`config.mk`:
```
export PLATFORM = sky130hd
export DESIGN_NAME = page_write_buffer
export DESIGN_NICKNAME = d
export VERILOG_FILES = /design/src/rtl/pwb_pkg.sv /design/src/rtl/pwb_page_buf.sv /design/src/rtl/pwb_seq.sv /design/src/rtl/pwb_array.sv /design/src/rtl/page_write_buffer.sv
export SDC_FILE = /design/constraint.sdc
export NUM_CORES = 2
export LEC_CHECK = 0
export CORE_MARGIN = 2
export CORE_UTILIZATION = 35
export CTS_BUF_LIST = sky130_fd_sc_hd__clkbuf_8
export DETAILED_ROUTE_END_ITERATION = 16
export GPL_TIMING_DRIVEN = 0
export SYNTH_ARGS = -nofsm -noshare
export SYNTH_HDL_FRONTEND = slang
export SYNTH_HIERARCHICAL = 1
export SYNTH_SLANG_ARGS = --single-unit
```
`constraint.sdc`:
```
create_clock -name clk -period 5.8 [get_ports clk]
set_input_delay 1.45 -clock clk [delete_from_list [all_inputs] [get_ports clk]]
set_output_delay 1.45 -clock clk [all_outputs]
set_load 0.01 [all_outputs]
```
`src/rtl/pwb_pkg.sv`:
```
package pwb_pkg;
  typedef enum logic [1:0] {
    SEQ_IDLE   = 2'd0,
    SEQ_COMMIT = 2'd1,
    SEQ_HOLD   = 2'd2
  } seq_state_e;
endpackage

```
`src/rtl/pwb_page_buf.sv`:
```
module pwb_page_buf #(
  parameter int ADDR_W = 8,
  parameter int PAGE   = 16
) (
  input  logic                       clk,
  input  logic                       rst_n,
  input  logic                       ld,
  input  logic [ADDR_W-1:0]          ld_addr,
  input  logic                       wr,
  input  logic [7:0]                 wr_data,
  input  logic                       clr,
  input  logic [$clog2(PAGE)-1:0]    rd_slot,
  output logic [ADDR_W-$clog2(PAGE)-1:0] page_o,
  output logic [PAGE-1:0]            valid_o,
  output logic [7:0]                 rd_data
);
  localparam int SW  = $clog2(PAGE);
  localparam int PGW = ADDR_W - SW;

  logic [7:0]     data_q [PAGE];
  logic [PAGE-1:0] valid_q, valid_d;
  logic [SW-1:0]  ptr_q, ptr_d;
  logic [PGW-1:0] page_q, page_d;
  logic           ctl_en;

  // Next-state logic for slot pointer, page and fill mask
  always_comb begin
    valid_d = valid_q;
    ptr_d   = ptr_q;
    page_d  = page_q;
    if (clr) begin
      valid_d = '0;
    end
    if (ld) begin
      valid_d = '0;
      ptr_d   = ld_addr[SW-1:0];
      page_d  = ld_addr[ADDR_W-1:SW];
    end else if (wr) begin
      valid_d[ptr_q] = 1'b1;
      ptr_d          = ptr_q + 1'b1;   // wraps within the page
    end
  end

  assign ctl_en = ld | wr | clr;

  always_ff @(posedge clk or negedge rst_n) begin
    if (!rst_n) begin
      valid_q <= '0;
      ptr_q   <= '0;
      page_q  <= '0;
    end else if (ctl_en) begin
      valid_q <= valid_d;
      ptr_q   <= ptr_d;
      page_q  <= page_d;
    end
  end

  // One data register per slot, loaded when the pointer selects it
  for (genvar g = 0; g < PAGE; g++) begin : g_slot
    logic slot_en;
    assign slot_en = wr && !ld && (ptr_q == SW'(g));
    always_ff @(posedge clk) begin
      if (slot_en) begin
        data_q[g] <= wr_data;
      end
    end
  end

  assign page_o  = page_q;
  assign valid_o = valid_q;
  assign rd_data = data_q[rd_slot];
endmodule

```
`src/rtl/pwb_seq.sv`:
```
module pwb_seq
  import pwb_pkg::*;
#(
  parameter int PAGE      = 16,
  parameter int WC_CYCLES = 500000
) (
  input  logic                    clk,
  input  logic                    rst_n,
  input  logic                    stop,
  input  logic                    prot_req,
  input  logic                    any_valid,
  output logic                    busy,
  output logic                    committing,
  output logic [$clog2(PAGE)-1:0] slot,
  output logic                    clr,
  output logic                    prot_on
);
  localparam int SW = $clog2(PAGE);
  localparam int CW = $clog2(WC_CYCLES + 1);

  seq_state_e     st_q, st_d;
  logic [SW-1:0]  slot_q, slot_d;
  logic [CW-1:0]  cnt_q, cnt_d;
  logic           pend_q, pend_d;
  logic           fuse_q, fuse_d;
  logic           fuse_go;

  assign fuse_go = pend_q && !fuse_q;

  always_comb begin
    st_d   = st_q;
    slot_d = slot_q;
    cnt_d  = cnt_q;
    pend_d = pend_q;
    fuse_d = fuse_q;
    clr    = 1'b0;
    unique case (st_q)
      SEQ_IDLE: begin
        if (prot_req) begin
          pend_d = 1'b1;
        end
        if (stop) begin
          pend_d = 1'b0;
          if (any_valid || fuse_go) begin
            st_d   = SEQ_COMMIT;
            slot_d = '0;
          end
          if (fuse_go) begin
            fuse_d = 1'b1;
          end
        end
      end
      SEQ_COMMIT: begin
        slot_d = slot_q + 1'b1;
        if (slot_q == SW'(PAGE - 1)) begin
          st_d  = SEQ_HOLD;
          cnt_d = CW'(WC_CYCLES - 1);
          clr   = 1'b1;
        end
      end
      SEQ_HOLD: begin
        if (cnt_q == '0) begin
          st_d = SEQ_IDLE;
        end else begin
          cnt_d = cnt_q - 1'b1;
        end
      end
      default: st_d = SEQ_IDLE;
    endcase
  end

  always_ff @(posedge clk or negedge rst_n) begin
    if (!rst_n) begin
      st_q   <= SEQ_IDLE;
      slot_q <= '0;
      cnt_q  <= '0;
      pend_q <= 1'b0;
      fuse_q <= 1'b0;
    end else begin
      st_q   <= st_d;
      slot_q <= slot_d;
      cnt_q  <= cnt_d;
      pend_q <= pend_d;
      fuse_q <= fuse_d;
    end
  end

  assign busy       = (st_q != SEQ_IDLE);
  assign committing = (st_q == SEQ_COMMIT);
  assign slot       = slot_q;
  assign prot_on    = fuse_q;
endmodule

```
`src/rtl/pwb_array.sv`:
```
module pwb_array #(
  parameter int ADDR_W = 8
) (
  input  logic              clk,
  input  logic              we,
  input  logic [ADDR_W-1:0] waddr,
  input  logic [7:0]        wdata,
  input  logic [ADDR_W-1:0] raddr,
  output logic [7:0]        rdata
);
  localparam int DEPTH = 1 << ADDR_W;

  logic [7:0] cells [DEPTH];

  always_ff @(posedge clk) begin
    if (we) begin
      cells[waddr] <= wdata;
    end
  end

  assign rdata = cells[raddr];
endmodule

```
`src/rtl/page_write_buffer.sv`:
```
module page_write_buffer #(
  parameter int ADDR_W    = 8,
  parameter int PAGE      = 16,
  parameter int WC_CYCLES = 500000
) (
  input  logic              clk,
  input  logic              rst_n,
  input  logic              addr_vld,
  input  logic [ADDR_W-1:0] addr_in,
  input  logic              byte_vld,
  input  logic [7:0]        byte_in,
  input  logic              stop,
  input  logic              prot_req,
  input  logic [ADDR_W-1:0] rd_addr,
  output logic [7:0]        rd_data,
  output logic              mem_we,
  output logic [ADDR_W-1:0] mem_addr,
  output logic [7:0]        mem_wdata,
  output logic              busy,
  output logic              prot_on
);
  localparam int SW  = $clog2(PAGE);
  localparam int PGW = ADDR_W - SW;

  logic            idle;
  logic [PGW-1:0]  page;
  logic [PAGE-1:0] valid;
  logic            buf_any;
  logic            committing;
  logic [SW-1:0]   slot;
  logic            clr;
  logic            prot_hit;

  assign idle    = !busy;
  assign buf_any = |valid;

  pwb_page_buf #(.ADDR_W(ADDR_W), .PAGE(PAGE)) u_buf (
    .clk     (clk),
    .rst_n   (rst_n),
    .ld      (addr_vld & idle),
    .ld_addr (addr_in),
    .wr      (byte_vld & idle),
    .wr_data (byte_in),
    .clr     (clr),
    .rd_slot (slot),
    .page_o  (page),
    .valid_o (valid),
    .rd_data (mem_wdata)
  );

  pwb_seq #(.PAGE(PAGE), .WC_CYCLES(WC_CYCLES)) u_seq (
    .clk        (clk),
    .rst_n      (rst_n),
    .stop       (stop),
    .prot_req   (prot_req),
    .any_valid  (buf_any),
    .busy       (busy),
    .committing (committing),
    .slot       (slot),
    .clr        (clr),
    .prot_on    (prot_on)
  );

  assign mem_addr = {page, slot};
  assign prot_hit = prot_on && !mem_addr[ADDR_W-1];
  assign mem_we   = committing && valid[slot] && !prot_hit;

  pwb_array #(.ADDR_W(ADDR_W)) u_arr (
    .clk   (clk),
    .we    (mem_we),
    .waddr (mem_addr),
    .wdata (mem_wdata),
    .raddr (rd_addr),
    .rdata (rd_data)
  );
endmodule

```
==> out/results.ini <==
[run_status]
status=complete, but fails checks
violations=capacitance limit, slew limit, setup timing

[routing]
remaining_drc_errors=0
m1WireLength_um=103000
dr.pass1.iters=6
met2_wirelength_um=124000
drt_iter0_drc=6653
wl_met3_um=31400
routed_wl_um=272000
vias=47900
viasPerCell=5.76
antenna_left=0
highest_layer=met5
post_drt_wl_per_cell_um=32.7

[placement]
placedCellCount=7603
gp_congestion=0.993
portBuffers=54
place_hpwl_um=178000

[clock_network]
clk_pin_slew_worst_paths_ns=0.05
cts_made_buffers=377
cts.path.max_buffers=4
clk_latency_ns=1.07
cts_htree_levels=5
cts_tree=built
cts_num_sinks=2227
cts_root_buf=clkbuf_8

[synthesis]
synth.top_cell.area_share=0.751
synth_nets=4228
synth-seq-area-share=0.766
synth_seq_cells=2227
yosysMostFrequentCell=edfxtp_1
yosys-top-cells-area=edfxtp_1 (75%), mux4_2 (12%), mux2i_1 (1.7%), dfrtp_1 (1.5%), nor2_1 (1.3%)
ys_types=76
async_flop_share=0.0229
yosys-top-cells-count=edfxtp_1 (2,176), mux4_2 (474), nor2_1 (309), a22oi_1 (149), mux2i_1 (149)
synth_cells=4192
synth_area_leader_cell=edfxtp_1
yosysWarnings=6
avgSynthCellArea_um2=20.8
synth_area_mm2=0.0870
synth_edf_count=2176
synth-main-ff-cell=edfxtp_1

[critical_path]
required_ns=4.35
startpoint_type=primary input
end_kind=primary output
cp_common_cell=nor4_4
path_cells=clkdlybuf4s15_1 -> buf_6 -> buf_4 -> nand2b_1 -> buf_2 -> a21oi_1 -> nor4_4 -> nor4_4 -> dlygate4sd2_1
cp.arrival_ns=4.42
worst_path_max_delay_cell=nor4_4
crit_fanout=11
worst-setup-path-type=in -> out
cpPeakStageDelay_ns=0.56

[floorplanning]
core_area_mm2=0.248
die_h_um=503
start_util=0.351
rows=183
dieArea_mm2=0.253
num_io_pins=57
dieWidth_um=503

[global_route]
global_route.overflow_total=0
grt_max_degree=94
track_usage=0.212
grt_pass1_vias=47000
grt_pass1_wl_um=371000
antenna_found_initial=16

[power_and_ir_drop]
p_seq_frac=0.549
switching_power_w=0.00730
p_leak_nw=32.2
swShare=0.230
combPwrFrac=0.055
pwr-share-clk=0.396
powerDensity_mw_per_mm2=310
power.total_w=0.0317
ir_worst_vdd_uv=271
p_int_w=0.0244

[timing]
rsz0062_at_grt=yes
fin_crit_ns=5.87
slew_violations=11
period_share=1.01
final-setup-viol-count=4
fin_setup_tns_ns=-0.206
fmax_mhz=170
holdWs_ns=0.356
skew_ns=0.0838
slew_headroom=-0.0907
worst_pin_slew_ns=1.64
hold_viol=0
fin_ws_ns=-0.0728

[finish]
drive_above_1_share=0.293
layout.nets=4748
syn2layout_area_growth_pct=17.7
layoutNonFillerInstCount=8323

[worst_hold_path]
hold_path.class=in -> async

[job]
drv_cap=1

-- routing by layer --
metal / vias up / GRT usage
met1: 25600 / 0.282
li1: 18700 / -
met4: 10 / 0.104
met2: 3071 / 0.322
met5: - / 0.00343
met3: 605 / 0.0570
-- critical path, delay by kind of cell --
| kind | cells | cell delay (ns) |
|---|---|---|
| buffers and inverters | 5 | 1.61 |
| and+or+nand+nor | 3 | 1.18 |
| AOI/OAI and AO/OA | 1 | 0.15 |
-- final timing paths --
kind	start	endpoint	slack (ns)	cells past startpoint
min reg2reg	u_seq/cnt_q[0]	u_seq/cnt_q[0]	0.50	1
min in group clk	u_seq/cnt_q[0]	u_seq/cnt_q[0]	0.50	1
max	rd_addr[3]	rd_data[2]	-0.07	9
max reg2reg	u_seq/slot[0]	u_arr/cells[140][1]	0.46	9
min	rst_n	u_buf/ptr_q[1]	0.36	1
max in group asynchronous	rst_n	u_seq/slot[0]	4.86	2
-- power groups by stage --
stage / clock network, W / logic, W / registers, W
3_3_place_gp: 0 / 0.00144 / 0.0178
6_report: 0.0126 / 0.00176 / 0.0174
5_1_grt: 0.0135 / 0.00177 / 0.0174
3_5_place_dp: 0 / 0.00145 / 0.0178
2_1_floorplan: 0 / 0.000772 / 0.0177
4_1_cts: 0.0128 / 0.00170 / 0.0174
-- registers in the layout, indices dropped and copies added, names as in the netlist --
name and count:
u_seq/cnt_q 19, u_seq/slot 4, u_buf/ptr_q 4, u_buf/data_q 128, u_buf/valid_o 16, u_buf/page_o 4, u_seq/pend_q 1, u_seq/prot_on 1
u_arr/cells 2048, u_seq/st_q 2
-- per-stage QoR --
| stage | utilization | setup WS, ns | cell area, µm² |
|---|---|---|---|
| floorplan | - | 0.0231 | 87000 |
| global placement | 0.370 | -5.37 | 91700 |
| detailed placement | 0.373 | -3.23 | 92500 |
| CTS | 0.412 | -0.0694 | 102000 |
| global route | 0.413 | -0.0354 | 102000 |
| finish | 0.413 | -0.0728 | 102000 |
-- placed cells by master (no fill, tap or decap), drive strengths merged, types with 14 or more instances in the layout --
cell	netlist	layout
clkbuf	118	500
edfxtp	2176	2176
mux4	490	490
clkdlybuf4s50	0	37
a211oi	17	17
mux2i	149	149
nor4	39	39
nand3	38	38
o211ai	14	14
a22oi	149	149
a221oi	14	14
a21o	17	17
nor2	309	309
dfrtp	51	51
a21oi	105	105
inv	10	122
o221ai	47	47
nor2b	38	38
nor3	27	27
o21ai	23	23
clkinv	1	135
o22ai	29	29
nand2	60	66
buf	134	231
-- logic make-up (layout without fill, tap and decap cells) --
logic type,Yosys count,after routing,synth area share
AND/OR/NAND/NOR,586,592,0.0315
adder cells (fa/ha/maj),6,6,0.000863
buffers and inverters,266,1048,0.0189
flip-flops,2227,2227,0.766
AO/OA/AOI/OAI,457,457,0.0370
other,0,13,0
multiplexers,647,647,0.146
XOR/XNOR,3,3,0.000302
-- what timing repair did --
| item | CTS | global route |
|---|---|---|
| setup endpoints to repair | 15 | 12 |
| buffers inserted | 52 | 10 |
| gates cloned | 4 | 2 |
| hold buffers | 0 | 0 |
| resized for setup | 653 | 53 |
| pin swaps | 58 | 24 |
-- layout make-up --
cell class	instances	area [µm²]
sequential	2227	66600
timing repair buffer	143	1770
clock inverter	257	1160
fill	21600	146000
clock buffer	390	5370
inverter	11	46.3
tap	3330	4170
antenna	13	32.5
buffer	247	2820
multi-input combinational	1705	20500
No activity file was read; power rests on OpenSTA's default activity.
